<file path="src/rtl/spi_dbuf_pkg.sv">
// spi_dbuf_pkg: register addresses and bit positions shared by the SPI master
// and its bench-facing documentation. Assumes a 2-bit register address.
package spi_dbuf_pkg;
    localparam int ADDR_W = 2;

    localparam logic [ADDR_W-1:0] A_DATA = 2'd0;
    localparam logic [ADDR_W-1:0] A_STAT = 2'd1;
    localparam logic [ADDR_W-1:0] A_CTRL = 2'd2;

    // status bit positions
    localparam int ST_TXE  = 0;
    localparam int ST_RXF  = 1;
    localparam int ST_OVR  = 2;
    localparam int ST_BUSY = 3;

    // control bit positions
    localparam int CT_PHASE = 0;
    localparam int CT_POL   = 1;
    localparam int CT_TXIE  = 2;
    localparam int CT_RXIE  = 3;
    localparam int CT_RATE  = 4;
endpackage

</file>
<file path="src/rtl/spi_rate_gen.sv">
// spi_rate_gen: emits a one-cycle tick every 2^rate system clocks while run
// is high. Assumes run is low for at least one cycle before a new burst, and
// that the counter restarts from zero there.
module spi_rate_gen #(
    parameter int RATE_W = 3
) (
    input  logic              clk,
    input  logic              rst_n,
    input  logic              run,
    input  logic [RATE_W-1:0] rate,
    output logic              tick
);
    localparam int CNT_W = (1 << RATE_W) - 1;

    logic [CNT_W-1:0] cnt;
    logic [CNT_W-1:0] limit;

    // limit is the half-period minus one
    always_comb limit = CNT_W'((1 << rate) - 1);

    assign tick = run && (cnt == limit);

    // count system clocks inside each half-period
    always_ff @(posedge clk) begin
        if (!rst_n || !run) begin
            cnt <= '0;
        end else if (cnt == limit) begin
            cnt <= '0;
        end else begin
            cnt <= cnt + 1'b1;
        end
    end
endmodule

</file>
<file path="src/rtl/spi_shifter.sv">
// spi_shifter: the serial engine. It takes a byte from the queue when idle, or
// on the last edge of the current byte, and drives SCK/MOSI while it samples
// MISO. Assumes one tick per SCK edge and that phase/polarity are held
// constant during a transfer.
module spi_shifter #(
    parameter int W = 8
) (
    input  logic         clk,
    input  logic         rst_n,
    input  logic         phase,
    input  logic         pol,
    input  logic         tick,
    input  logic         q_valid,
    input  logic [W-1:0] q_data,
    input  logic         miso,
    output logic         busy,
    output logic         take,
    output logic         done,
    output logic [W-1:0] rx_byte,
    output logic         sck,
    output logic         mosi
);
    localparam int EDGES = 2 * W;
    localparam int EC_W  = $clog2(EDGES);
    localparam logic [EC_W-1:0] LAST = EC_W'(EDGES - 1);

    logic [EC_W-1:0] ecnt;
    logic [W-1:0]    tx_sr;
    logic [W-1:0]    rx_sr;
    logic            sck_q;
    logic            last_edge;

    assign last_edge = busy && tick && (ecnt == LAST);
    assign done      = last_edge;
    assign take      = q_valid && (!busy || last_edge);
    assign sck       = busy ? sck_q : pol;
    // with phase 1 the final bit is sampled on the completing edge itself
    assign rx_byte   = phase ? {rx_sr[W-2:0], miso} : rx_sr;

    // load, shift and sample on each SCK edge
    always_ff @(posedge clk) begin
        if (!rst_n) begin
            busy  <= 1'b0;
            ecnt  <= '0;
            sck_q <= 1'b0;
            mosi  <= 1'b0;
            tx_sr <= '0;
            rx_sr <= '0;
        end else if (take) begin
            busy  <= 1'b1;
            ecnt  <= '0;
            sck_q <= pol;
            if (!phase) begin
                mosi  <= q_data[W-1];
                tx_sr <= q_data << 1;
            end else begin
                tx_sr <= q_data;
            end
        end else if (done) begin
            busy  <= 1'b0;
            ecnt  <= '0;
            sck_q <= pol;
        end else if (busy && tick) begin
            sck_q <= ~sck_q;
            ecnt  <= ecnt + 1'b1;
            if (!ecnt[0] == !phase) begin
                // leading edge with phase 0, trailing edge with phase 1: sample
                rx_sr <= {rx_sr[W-2:0], miso};
            end else begin
                mosi  <= tx_sr[W-1];
                tx_sr <= tx_sr << 1;
            end
        end
    end
endmodule

</file>
<file path="src/rtl/spi_regs.sv">
// spi_regs: the register side. It holds the transmit queue, receive register,
// flags and control, and applies the two-step receive clear. Assumes the bus
// strobes are single-cycle pulses and that read data is taken combinationally.
module spi_regs
    import spi_dbuf_pkg::*;
#(
    parameter int W      = 8,
    parameter int RATE_W = 3
) (
    input  logic              clk,
    input  logic              rst_n,
    input  logic [ADDR_W-1:0] bus_addr,
    input  logic              bus_wr,
    input  logic              bus_rd,
    input  logic [W-1:0]      bus_wdata,
    output logic [W-1:0]      bus_rdata,
    input  logic              take,
    input  logic              done,
    input  logic              busy,
    input  logic [W-1:0]      rx_byte,
    output logic              q_valid,
    output logic [W-1:0]      tx_buf,
    output logic              tx_empty,
    output logic              rx_full,
    output logic              ovr,
    output logic [W-1:0]      rx_reg,
    output logic              phase,
    output logic              pol,
    output logic [RATE_W-1:0] rate,
    output logic              irq_tx,
    output logic              irq_rx
);
    localparam int CTRL_W = CT_RATE + RATE_W;

    logic [CTRL_W-1:0] ctrl;
    logic              arm;
    logic              wr_data, wr_ctrl, rd_data, rd_stat, clr;
    logic [W-1:0]      status;

    assign wr_data = bus_wr && (bus_addr == A_DATA);
    assign wr_ctrl = bus_wr && (bus_addr == A_CTRL);
    assign rd_data = bus_rd && (bus_addr == A_DATA);
    assign rd_stat = bus_rd && (bus_addr == A_STAT);
    assign clr     = rd_data && arm;

    assign phase   = ctrl[CT_PHASE];
    assign pol     = ctrl[CT_POL];
    assign rate    = ctrl[CT_RATE +: RATE_W];
    assign q_valid = !tx_empty;
    assign irq_tx  = tx_empty && ctrl[CT_TXIE];
    assign irq_rx  = rx_full && ctrl[CT_RXIE];

    // assemble the status word
    always_comb begin
        status          = '0;
        status[ST_TXE]  = tx_empty;
        status[ST_RXF]  = rx_full;
        status[ST_OVR]  = ovr;
        status[ST_BUSY] = busy;
    end

    // read data mux
    always_comb begin
        case (bus_addr)
            A_DATA:  bus_rdata = rx_reg;
            A_STAT:  bus_rdata = status;
            A_CTRL:  bus_rdata = W'(ctrl);
            default: bus_rdata = '0;
        endcase
    end

    // control register
    always_ff @(posedge clk) begin
        if (!rst_n) ctrl <= '0;
        else if (wr_ctrl) ctrl <= bus_wdata[CTRL_W-1:0];
    end

    // transmit queue: accept only while empty, refill flag on take
    always_ff @(posedge clk) begin
        if (!rst_n) begin
            tx_buf   <= '0;
            tx_empty <= 1'b1;
        end else if (wr_data && tx_empty) begin
            tx_buf   <= bus_wdata;
            tx_empty <= 1'b0;
        end else if (take) begin
            tx_empty <= 1'b1;
        end
    end

    // receive register, receive-full, overrun and the clear sequence
    always_ff @(posedge clk) begin
        if (!rst_n) begin
            rx_reg  <= '0;
            rx_full <= 1'b0;
            ovr     <= 1'b0;
            arm     <= 1'b0;
        end else begin
            if (clr) begin
                rx_full <= 1'b0;
                ovr     <= 1'b0;
                arm     <= 1'b0;
            end else if (rd_stat && rx_full) begin
                arm <= 1'b1;
            end
            if (done) begin
                if (rx_full && !clr) begin
                    ovr <= 1'b1;
                end else begin
                    rx_reg  <= rx_byte;
                    rx_full <= 1'b1;
                end
            end
        end
    end
endmodule

</file>
<file path="src/rtl/spi_dbuf_master.sv">
// spi_dbuf_master: top of the double-buffered SPI master. It connects the
// register side, the rate generator and the shifter. Assumes a single master
// on the bus and a slave that follows the programmed phase and polarity.
module spi_dbuf_master #(
    parameter int W      = 8,
    parameter int RATE_W = 3
) (
    input  logic         clk,
    input  logic         rst_n,
    input  logic [1:0]   bus_addr,
    input  logic         bus_wr,
    input  logic         bus_rd,
    input  logic [W-1:0] bus_wdata,
    output logic [W-1:0] bus_rdata,
    output logic         irq_tx,
    output logic         irq_rx,
    output logic         sck,
    output logic         mosi,
    input  logic         miso
);
    logic              take, done, busy, tick, q_valid;
    logic              tx_empty, rx_full, ovr, phase, pol;
    logic [W-1:0]      tx_buf, rx_reg, rx_byte;
    logic [RATE_W-1:0] rate;

    spi_regs #(.W(W), .RATE_W(RATE_W)) u_regs (
        .clk(clk), .rst_n(rst_n), .bus_addr(bus_addr), .bus_wr(bus_wr),
        .bus_rd(bus_rd), .bus_wdata(bus_wdata), .bus_rdata(bus_rdata),
        .take(take), .done(done), .busy(busy), .rx_byte(rx_byte),
        .q_valid(q_valid), .tx_buf(tx_buf), .tx_empty(tx_empty),
        .rx_full(rx_full), .ovr(ovr), .rx_reg(rx_reg), .phase(phase),
        .pol(pol), .rate(rate), .irq_tx(irq_tx), .irq_rx(irq_rx)
    );

    spi_rate_gen #(.RATE_W(RATE_W)) u_rate (
        .clk(clk), .rst_n(rst_n), .run(busy), .rate(rate), .tick(tick)
    );

    spi_shifter #(.W(W)) u_shift (
        .clk(clk), .rst_n(rst_n), .phase(phase), .pol(pol), .tick(tick),
        .q_valid(q_valid), .q_data(tx_buf), .miso(miso), .busy(busy),
        .take(take), .done(done), .rx_byte(rx_byte), .sck(sck), .mosi(mosi)
    );
endmodule

</file>
<file path="config.mk">
export PLATFORM = sky130hd
export DESIGN_NAME = spi_dbuf_master
export DESIGN_NICKNAME = d
export VERILOG_FILES = /design/src/rtl/spi_dbuf_pkg.sv /design/src/rtl/spi_rate_gen.sv /design/src/rtl/spi_shifter.sv /design/src/rtl/spi_regs.sv /design/src/rtl/spi_dbuf_master.sv
export SDC_FILE = /design/constraint.sdc
export NUM_CORES = 1
export LEC_CHECK = 0
export BUFFER_PORTS_ARGS = -buffer_cell sky130_fd_sc_hd__buf_2
export CAP_MARGIN = 10
export CORE_MARGIN = 10
export CORE_UTILIZATION = 40
export CTS_CLUSTER_SIZE = 10
export DETAILED_ROUTE_END_ITERATION = 7
export MAX_ROUTING_LAYER = met4
export PLACE_DENSITY_LB_ADDON = 0.1
export SYNTH_ARGS = -nofsm -noshare
export SYNTH_HDL_FRONTEND = slang
export SYNTH_SLANG_ARGS = --single-unit
</file>
<file path="constraint.sdc">
create_clock -name clk -period 3.1 [get_ports clk]
set_input_delay 0.62 -clock clk [delete_from_list [all_inputs] [get_ports clk]]
set_output_delay 0.62 -clock clk [all_outputs]
set_load 0.05 [all_outputs]
</file>
# --- Yosys cells after proc, flatten, opt, wreduce, memory -nomap -nowiden ---
# Cells that the tools add are included.
totals:
  reg_bits: 57
  out_inout_bits: 12
  elab_cells: 91
classes:
  n_addsub: 3
  n_eq_ne: 8
  shift: 1
  muxes: 26
  n_bitwise: 5
  reduce_logical: 34
op_table:
  columns: ["operator", "n"]
  rows:
  - ["$mux 8", 6]
  - ["$pmux 8 s3", 1]
  - ["$mux 1", 19]
  - ["$logic_and 1x1->1", 14]
  - ["$reduce_and 4->1", 2]
  - ["$add 7x1->7 const B", 1]
  - ["$eq 7x7->1", 1]
  - ["$shl 1x3->7 const A", 1]
  - ["$sub 7x2->7 const B", 1]
  - ["$logic_not 1->1", 6]
  - ["$ne 2x2->1 const B", 3]
  - ["$reduce_bool 2->1", 3]
  - ["$not 1->1", 5]
  - ["$add 4x1->4 const B", 1]
  - ["$eq 4x4->1 const B", 1]
  - ["$reduce_or 2->1", 2]
  - ["$reduce_and 3->1", 1]
  - ["$reduce_bool 3->1", 1]
  - ["$reduce_or 3->1", 1]
  - ["$eq 2x1->1 const B", 1]
  - ["$eq 2x2->1 const B", 1]
  - ["$logic_not 2->1", 1]
  - ["$logic_or 1x1->1", 2]
  - ["$reduce_and 2->1", 1]
  - ["$eq 1x1->1", 1]

# --- Longest topological paths before layout ---
# Gate-level depths: netlist of run 1.
depth:
  word_depth: 10
  depth_mapped: 8

# --- By module ---
# From an unflattened synthesis of run 1, not the netlist that was laid out.
unflattened:
  hier_cells: 331
  hier_area_um2: 3134.3
by_module_without_submodules:
  columns: ["mod", "instances", "cells_each", "area_per_inst_um2"]
  rows:
  - ["spi_regs", 1, 151, 1395.1]
  - ["spi_shifter", 1, 129, 1276.2]
  - ["spi_rate_gen", 1, 51, 462.9]

# --- Least setup slack after synthesis of run 1 ---
# OpenSTA, ideal clock, no wires.
synth_path:
  kind: "register -> output"
  startpoint: "reg u_regs.ctrl[0]"
  endpoint: "out bus_rdata[0]"
  t_arrival_ns: 2.336
  required_time_ns: 2.480
  path_slack_ns: 0.144
  stages_incl_launch_ff: 5
  path_cell_list: "dfxtp_1 -> buf_1 -> buf_1 -> mux2i_1 -> o21ai_0"
synth_via:
  elab_chain_cells: 1
synth_rtl:
  columns: ["element", "line_no", "source"]
  rows:
  - ["from (decl)", "spi_regs.sv:35", "logic [CTRL_W-1:0] ctrl;"]
  - ["from (signal assigned)", "spi_regs.sv:75", "else if (wr_ctrl) ctrl <= bus_wdata[CTRL_W-1:0];"]
  - ["$pmux 8 s3", "spi_regs.sv:64", "case (bus_addr)"]
  - ["to (decl)", "spi_dbuf_master.sv:14", "output logic [W-1:0] bus_rdata,"]
# Every way passes these cells.

# --- Final worst setup path of run 1 ---
layout_path:
  startpoint: "reg u_regs.ctrl[6]"
  endpoint: "reg u_shift.rx_sr[3]"
layout_via:
  elab_chain_cells: 10
layout_rtl:
  columns: ["element", "line_no", "source"]
  rows:
  - ["$shl 1x3->7 (*)", "spi_rate_gen.sv:19", "always_comb limit = CNT_W'((1 << rate) - 1);"]
  - ["$sub 7x2->7 (*)", "spi_rate_gen.sv:19", null]
  - ["$eq 7x7->1 (*)", "spi_rate_gen.sv:21", "assign tick = run && (cnt == limit);"]
  - ["$logic_and 1x1->1 (*)", "spi_rate_gen.sv:21", null]
  - ["$logic_and 1x1->1 (*)", "spi_shifter.sv:33, spi_shifter.sv:63", null]
  - ["$logic_and 1x1->1", "spi_shifter.sv:33", "assign last_edge = busy && tick && (ecnt == LAST);"]
  - ["$logic_or 1x1->1", "spi_shifter.sv:35", "assign take = q_valid && (!busy || last_edge);"]
  - ["$logic_and 1x1->1", "spi_shifter.sv:35", null]
  - ["$not 1->1 (no source line)", null, null]
  - ["$reduce_and 4->1 (no source line) (*)", null, null]
  - ["to (signal assigned)", "spi_shifter.sv:68", "rx_sr <= {rx_sr[W-2:0], miso};"]
  - ["to (decl)", "spi_shifter.sv:29", "logic [W-1:0] rx_sr;"]
# Mark *: on every way between the ends. The rest lies on a longest branch, timed or not.
# A chain may end at the register's enable or synchronous reset.

==> results_dict.tcl, run 1 <==
set metrics [dict create \
    cts.path.max_buffers 2 \
    r2r_start "u_regs.ctrl[6]" \
    final_core_util_pct 46.22 \
    multi_input_area_um2 1470 \
    syn_inst 310 \
    dieArea_um2 10540 \
    diodes 0 \
    setup_viol 0 \
    final_layout_size_suffix_gt1_share_pct 17.06 \
    clk_latency_ns 0.34 \
    synth_top_cell_area_share_pct 41.76 \
    grt_pass1_vias 2256 \
    critPathLaunchType "flop" \
    skew_ns 0.009897 \
    cp_slowest_stage_delay_ns 0.68 \
    hold_path_depth 2 \
    max_slew_margin_pct 40.97 \
    fin_area_um2 3105 \
    synth_warnings 0 \
    die_x_um 102.7 \
    final_cells 420 \
    dr.pass1.iters 4 \
    hold_path_startpoint "u_shift.tx_sr[5]" \
    fin_nets 352 \
    grtUsageTotal_pct 13.98 \
    grt_pass1_wl_um 11270 \
    ant_nets 0 \
    dp_cells 404 \
    cp_max_fo 10 \
    hold-path-endpoint "u_shift.tx_sr[5]" \
    worstPathArrival_ns 2.66 \
    r2r-end "u_shift.rx_sr[3]" \
    rows 30 \
    cp_cell_sequence "xor2_1, nor4_1, o21ai_1, nor4_4, mux2i_1, nor2_1" \
    wl_met3_um 176 \
    status "finished clean" \
    grt_overflow 0 \
    finalCriticalPeriod_ns 2.442 \
    place_hpwl_um 4800 \
    synth-seq-cells 57 \
    synthTopCellsByArea "dfxtp_1 (42%), mux2i_1 (11%), nor2_1 (6.6%)" \
    wire_per_inst_um 15.83 \
    grt_setup_unrepaired "false" \
    synth.cell_area_um2 2733 \
    worst_pin_slew_ns 0.8854 \
    coreArea_um2 6719 \
    met2_length_um 2945 \
    cts_setup_buffers 0 \
    routed.top_layer "met4" \
    synth_ff_type "dfxtp_1" \
    cp_slowest_cell "nor4_4" \
    mostFrequentLayoutCells "dfxtp_1 (57), nor2_1 (48), mux2i_1 (31)" \
    synth_nets 327 \
    place_area_um2 2917 \
    async_flop_share_pct 0 \
    cts_tree "done" \
    fin_setup_tns_ns 0 \
    routed_wl_um 6647 \
    grt_max_degree 18 \
    finalCritPeriodShare_pct 78.76 \
    finalHoldViolations 0 \
    start_util_pct 40.67 \
    syn_area_per_cell_um2 8.815 \
    cts_sinks 57 \
    power_density_nw_per_um2 514.4 \
    yosysSeqAreaShare_pct 41.76 \
    ioPinCount 27 \
    drt_iter0_markers 77 \
    drc_errors 0 \
    htreeDepth 3 \
    fillers 649 \
    synth_cell_types 47 \
    r2r_cells 6 \
    gp_congestion 0.8163 \
    numCtsBuffers 9 \
    ir_drop_mv 0.2455 \
    fin_ws_ns 0.6584 \
    layout.cells.most_common "dfxtp_1" \
    preCtsSetupSlack_ns 0.6496 \
    antenna_found_initial 0 \
    p_leak_nw 1.207 \
    holdBufCountCts 0 \
    cp-end-kind "flop" \
    seq_area_um2 1141 \
    area_growth_pct 13.64 \
    drv_slew 0 \
    vias 2245 \
    synth.largest_area_cell "dfxtp_1" \
    reg2reg_slack_ns 0.66 \
    critPathRequiredTime_ns 3.32 \
    met1_length_um 3382 \
    clk_root_buffer_cell "clkbuf_8" \
    ctsResizeCount 0 \
    clk_pin_slew_ns 0.07 \
    worst_hold_path_type "flop to flop" \
    port_buffers 26 \
    synth_edf_count 0 \
    worstSetupPathType "flop to flop" \
    die_y_um 102.7 \
    fmax_mhz 409.6 \
    via_per_inst 5.345 \
    cap_violations 0 \
]
==> layout make-up <==
cell class,count,area share (%)
Clock buffer,13,4.795
Multi-Input combinational cell,225,47.34
Tap cell,80,3.223
Inverter,12,1.450
Timing Repair Buffer,30,5.157
Sequential cell,57,36.74
Clock inverter,3,1.289
==> power by group <==
part / internal [W] / switching (W) / leakage, nW / total, W
clock: 0.000391 / 0.000302 / 0.0974 / 0.000693
sequential: 0.000749 / 0.0000174 / 0.461 / 0.000767
combinational: 0.0000491 / 0.0000883 / 0.648 / 0.000137
==> metal layers <==
metal / up-vias / global-route usage, %
met3: 12 / 3.418
met1: 1054 / 17.77
met5: - / -
met4: 0 / 5.857
met2: 36 / 20.66
li1: 1143 / -
==> cells by family after synthesis <==
family	Yosys count	synth area share, %
and+or+nand+nor	113	19.09
buffers and inverters	28	4.441
adders and majority gates	2	0.9156
muxes	39	14.65
AOI/OAI and AO/OA	61	15.93
xor gates and xnor gates	10	3.205
DFF	57	41.76
==> stage by stage <==
| stage | hold WS [ns] | power [W] |
|---|---|---|
| after floorplan | 0.4250 | 0.0008793 |
| after global placement | 0.4373 | 0.0009205 |
| after detailed placement | 0.4420 | 0.0009212 |
| after CTS | 0.4525 | 0.001606 |
| after global routing | 0.4729 | 0.001661 |
| final | 0.4508 | 0.001597 |
==> critical path, delay by kind of cell, from the launching register on <==
kind / cells / cell delay (ns)
and+or+nand+nor: 3 / 1.20
AOI/OAI and AO/OA: 1 / 0.24
muxes: 1 / 0.26
xor gates and xnor gates: 1 / 0.11
DFF: 1 / 0.51
==> cell usage after synthesis (2+ instances only) <==
cell type,number
and3_1,2
o21ai_1,2
mux2_2,8
nor4_1,2
xnor2_1,5
nor3_1,4
a211oi_1,7
nor2_1,48
clkbuf_1,10
inv_1,11
xor2_1,5
nand3b_1,2
ha_1,2
o21ai_0,9
nand3_1,11
buf_1,3
nand2b_1,2
a21oi_1,19
a211oi_2,2
buf_6,2
o221ai_1,6
dfxtp_1,57
mux2i_1,31
nand2_1,29
a21o_1,2
a31oi_1,4
nor3b_1,2
and2_1,4
==> worst max path at each step <==
stage / start / cells after the start / endpoint / slack (ns)
6_report: u_regs.ctrl[6] / 6 / u_shift.rx_sr[3] / 0.66
4_1_cts: u_regs.ctrl[6] / 6 / u_shift.rx_sr[3] / 0.63
3_3_place_gp: u_regs.ctrl[6] / 6 / u_shift.rx_sr[6] / 0.65
3_5_place_dp: u_regs.ctrl[6] / 6 / u_shift.rx_sr[3] / 0.65
2_1_floorplan: u_regs.ctrl[0] / 4 / bus_rdata[0] / 0.14
5_1_grt: u_regs.ctrl[6] / 6 / u_shift.rx_sr[1] / 0.47
Note: power is estimated with default switching activity, not from simulation.
==> run 2: changes to the inputs <==
- clock period: 3.1 -> 2.5 ns (I/O delays scaled with it)
==> results_dict.tcl, run 2 (synthesis results as in run 1) <==
set metrics [dict create \
    fin_area_um2 3152 \
    reg2reg_slack_ns 0.23 \
    status "finished clean" \
    port_buffers 26 \
    skew_ns 0.009521 \
    worst_hold_path_type "input pin to flop" \
    routed_wl_um 6592 \
    dieArea_um2 10540 \
    dr.pass1.iters 4 \
    crit_family "compound AO/OA/AOI/OAI gates" \
    cts_sinks 57 \
    cts_tree "done" \
    worst_pin_slew_ns 0.5476 \
    clk_pin_slew_ns 0.07 \
    cts_setup_buffers 0 \
    grt_max_degree 37 \
    power_density_nw_per_um2 633.4 \
    hold-path-endpoint "u_regs.tx_buf[7]" \
    worstPathArrival_ns 2.51 \
    p_leak_nw 1.235 \
    fin_nets 356 \
    start_util_pct 40.67 \
    coreArea_um2 6719 \
    numCtsBuffers 9 \
    critPathRequiredTime_ns 2.73 \
    fin_setup_tns_ns 0 \
    r2r-end "u_shift.tx_sr[1]" \
    final_cells 423 \
    area_growth_pct 15.34 \
    r2r_start "u_regs.ctrl[4]" \
    cts.path.max_buffers 2 \
    mostFrequentLayoutCells "dfxtp_1 (57), nor2_1 (48), mux2i_1 (31)" \
    die_y_um 102.7 \
    setup_viol 0 \
    ioPinCount 27 \
    max_slew_margin_pct 63.36 \
    fmax_mhz 439.7 \
    cp-end-kind "flop" \
    hold_path_depth 3 \
    hold_path_startpoint "bus_wdata[7]" \
    drv_slew 0 \
    via_per_inst 5.352 \
    finalCritPeriodShare_pct 90.97 \
    die_x_um 102.7 \
    cp_slowest_cell "or3_1" \
    layout.cells.most_common "dfxtp_1" \
    ant_nets 0 \
    clk_root_buffer_cell "clkbuf_8" \
    grtUsageTotal_pct 13.61 \
    cp_max_fo 11 \
    gp_congestion 0.8119 \
    cp_slowest_stage_delay_ns 0.57 \
    preCtsSetupSlack_ns 0.2230 \
    holdBufCountCts 0 \
    place_hpwl_um 4757 \
    grt_pass1_vias 2101 \
    ir_drop_mv 0.2962 \
    cp_cell_sequence "nor2_1, o31ai_1, o21ai_1, or3_1, o221ai_1, a21oi_1" \
    finalCriticalPeriod_ns 2.274 \
    place_area_um2 2947 \
    final_layout_size_suffix_gt1_share_pct 18.95 \
    diodes 0 \
    grt_overflow 0 \
    finalHoldViolations 0 \
    dp_cells 408 \
    grt_pass1_wl_um 10750 \
    vias 2264 \
    worstSetupPathType "flop to flop" \
    rows 30 \
    critPathLaunchType "flop" \
    wire_per_inst_um 15.58 \
    ctsResizeCount 0 \
    fin_ws_ns 0.2259 \
    path_buf_inv 0 \
    cap_violations 0 \
    antenna_found_initial 0 \
    htreeDepth 3 \
    clk_latency_ns 0.35 \
    r2r_cells 6 \
    drc_errors 0 \
    drt_iter0_markers 112 \
]
run 2: cell count changes in the layout (fill, tap and decap cells not counted):
| cell | previous run | this run |
|---|---|---|
| o21ai_0 | 9 | 5 |
| a21oi_2 | 0 | 1 |
| nor4_2 | 0 | 1 |
| buf_4 | 4 | 8 |
| clkbuf_1 | 3 | 1 |
| clkbuf_8 | 10 | 11 |
| o21ai_1 | 2 | 6 |
| nor4_1 | 2 | 1 |
| a21oi_1 | 19 | 18 |
run 2: worst min-delay path, cell delays in order:
cell,delay (ns)
buf_2,0.09
nand2_1,0.04
a21oi_1,0.05
run 2: cell type report:
cell class,count,area [um2]
inverter,12,45.04
timing repair buffer,34,190.2
clock inverter,3,40.04
clock buffer,12,155.1
fill,673,3567
multi-input combinational,225,1480
sequential,57,1141
tap,80,100.1
run 2: where the power goes:
part	total, W	switching (W)	internal [W]	leakage [nW]
Clock	0.000871	0.000365	0.000506	0.102
Sequential	0.000949	0.0000196	0.000929	0.461
Combinational	0.000177	0.000113	0.0000639	0.671
run 2: worst max-delay path by stage:
stage / start / to / slack (ns) / depth (start not counted)
final: u_regs.ctrl[4] / u_shift.tx_sr[1] / 0.23 / 6
after global routing: u_regs.ctrl[4] / u_shift.mosi / -0.009 / 6
after CTS: u_regs.ctrl[4] / u_shift.ecnt[3] / 0.18 / 6
after detailed placement: u_regs.ctrl[6] / u_shift.tx_sr[1] / 0.22 / 6
after global placement: u_regs.ctrl[6] / u_shift.tx_sr[1] / 0.27 / 6
after floorplan: u_regs.ctrl[0] / bus_rdata[0] / 0.03 / 4
run 2: per-stage QoR:
step           hold slack, ns  util [%]  total power [W]
4_1_cts                0.3906     46.76         0.002011
2_1_floorplan          0.4250         -         0.001091
3_3_place_gp           0.4409     43.85         0.001142
3_5_place_dp           0.4460     43.85         0.001143
5_1_grt                0.4104     46.91         0.002069
6_report               0.3986     46.91         0.001996
run 2: routing by layer:
layer / part of all wire, % / GRT usage (%)
met4: 1.7 / 6.508
met3: 3.1 / 2.815
met5: 0 / -
met2: 44 / 19.63
met1: 51 / 17.72
==> run 3: changes to the inputs <==
- clock period: 2.5 -> 2.6 ns (I/O delays scaled with it)
==> results_dict.tcl, run 3 (synthesis results as in run 1) <==
set metrics [dict create \
    ant_nets 0 \
    reg2reg_slack_ns 0.34 \
    worst_hold_path_type "input pin to flop" \
    finalCritPeriodShare_pct 87.00 \
    pwr-share-comb_pct 8.7 \
    mostFrequentLayoutCells "dfxtp_1 (57), nor2_1 (48), mux2i_1 (31)" \
    routed_wl_um 6633 \
    start_util_pct 40.67 \
    finalHoldViolations 0 \
    switching_share_pct 25.51 \
    grtUsageTotal_pct 14.02 \
    gp_congestion 0.8630 \
    cts_sinks 57 \
    cp_max_fo 16 \
    port_buffers 26 \
    area_growth_pct 15.02 \
    grt_setup_unrepaired "false" \
    final_layout_size_suffix_gt1_share_pct 18.60 \
    grt_overflow 0 \
    crit_path_end "u_regs.rx_reg[0]" \
    die_y_um 102.7 \
    final_cells 424 \
    cp_slowest_stage_delay_ns 0.56 \
    cp_cell_sequence "or4_1, o22ai_2, o221ai_2, a2111oi_4, buf_4, nor2_1, a211oi_1" \
    drc_errors 0 \
    grt_pass1_vias 2156 \
    fillers 693 \
    numCtsBuffers 9 \
    cts_tree "done" \
    ctsResizeCount 0 \
    seq_area_um2 1141 \
    dp_cells 408 \
    ir_drop_mv 0.3978 \
    via_per_inst 5.241 \
    multi_input_area_um2 1470 \
    place_hpwl_um 4780 \
    cp_slowest_cell "or4_1" \
    status "finished clean" \
    fin_setup_tns_ns 0 \
    fin_ws_ns 0.3381 \
    grt_pass1_wl_um 11240 \
    skew_ns 0.006831 \
    rows 30 \
    cap_violations 0 \
    power.switching_w 0.0004863 \
    fin_nets 356 \
    finalCriticalPeriod_ns 2.262 \
    seq_power_share_pct 47.9 \
    r2r-end "u_regs.rx_reg[0]" \
    worstSetupPathType "flop to flop" \
    p_int_w 0.001420 \
    r2r_start "u_regs.ctrl[5]" \
    critPathRequiredTime_ns 2.85 \
    r2r_cells 7 \
    antenna_found_initial 0 \
    clk_root_buffer_cell "clkbuf_8" \
    ioPinCount 27 \
    worstPathArrival_ns 2.51 \
    clk_latency_ns 0.33 \
    cp-end-kind "flop" \
    clk_pin_slew_ns 0.07 \
    diodes 0 \
    power_density_nw_per_um2 606.5 \
    critPathLaunchType "flop" \
    worst_pin_slew_ns 0.6029 \
    htreeDepth 3 \
    drt_iter0_markers 127 \
    drv_slew 0 \
    holdBufCountCts 0 \
    pwr-share-clk_pct 43.4 \
    cts_setup_buffers 0 \
    layout.cells.most_common "dfxtp_1" \
    fmax_mhz 442.1 \
    dr.pass1.iters 4 \
    wire_per_inst_um 15.64 \
    setup_viol 0 \
    grt_max_degree 36 \
    worstSetupStartpoint "u_regs.ctrl[5]" \
    cts.path.max_buffers 2 \
    vias 2222 \
    dieArea_um2 10540 \
    preCtsSetupSlack_ns 0.3374 \
    die_x_um 102.7 \
    coreArea_um2 6719 \
    p_leak_nw 1.224 \
    max_slew_margin_pct 59.66 \
]
==> run 3: cell types whose count changed in the layout (fill, tap and decap cells not counted) <==
cell	before	now
clkbuf_8	11	10
a21oi_2	1	0
nor4_2	1	0
nor4_1	1	2
a21oi_1	18	19
clkinvlp_4	0	2
==> run 3: worst max-delay path: cells and delay by family (launching register included) <==
kind / cells / cell delay (ns)
AO/OA/AOI/OAI: 4 / 0.90
AND/OR/NAND/NOR: 2 / 0.62
flip-flops: 1 / 0.39
buffers and inverters: 1 / 0.28
==> run 3: worst min-delay path by stage <==
stage | from | to | slack [ns] | cells after the start
after floorplan | u_shift.tx_sr[1] | u_shift.tx_sr[1] | 0.43 | 2
after global placement | u_shift.tx_sr[5] | u_shift.tx_sr[5] | 0.44 | 2
after detailed placement | u_shift.tx_sr[4] | u_shift.tx_sr[4] | 0.44 | 2
after CTS | bus_wdata[7] | u_regs.tx_buf[7] | 0.42 | 3
after global routing | bus_wdata[0] | u_regs.tx_buf[0] | 0.43 | 3
final | bus_wdata[0] | u_regs.tx_buf[0] | 0.43 | 3
==> run 3: final cells by class <==
| class | count | share of cell area, % |
|---|---|---|
| multi-input combinational | 225 | 46.78 |
| sequential | 57 | 36.31 |
| timing repair buffer | 34 | 6.051 |
| clock buffer | 11 | 4.498 |
| tap | 80 | 3.185 |
| clock inverter | 5 | 1.752 |
| inverter | 12 | 1.433 |
==> run 3: power by group through the flow <==
stage / combinational [W] / sequential (W) / clock [W]
global route: 0.000185 / 0.000916 / 0.000899
finish: 0.000166 / 0.000913 / 0.000827
floorplan: 0.000122 / 0.000926 / 0
CTS: 0.000168 / 0.000912 / 0.000854
detailed placement: 0.000167 / 0.000932 / 0
global placement: 0.000166 / 0.000932 / 0
==> run 3: stage by stage <==
stage	total power (W)	hold WS (ns)	area (um2)	util, %
floorplan	0.001049	0.4250	2733	-
global placement	0.001098	0.4369	2947	43.85
detailed placement	0.001099	0.4372	2947	43.85
CTS	0.001935	0.4161	3143	46.78
global route	0.001999	0.4334	3143	46.78
finish	0.001906	0.4292	3143	46.78
==> run 3: metal layers <==
layer / wire length (um) / global-route usage, % / vias up
met2: 3015 / 20.12 / 34
met3: 180 / 2.614 / 15
met4: 147 / 6.508 / 0
met5: 0 / - / -
met1: 3289 / 18.57 / 1025
li1: - / - / 1148
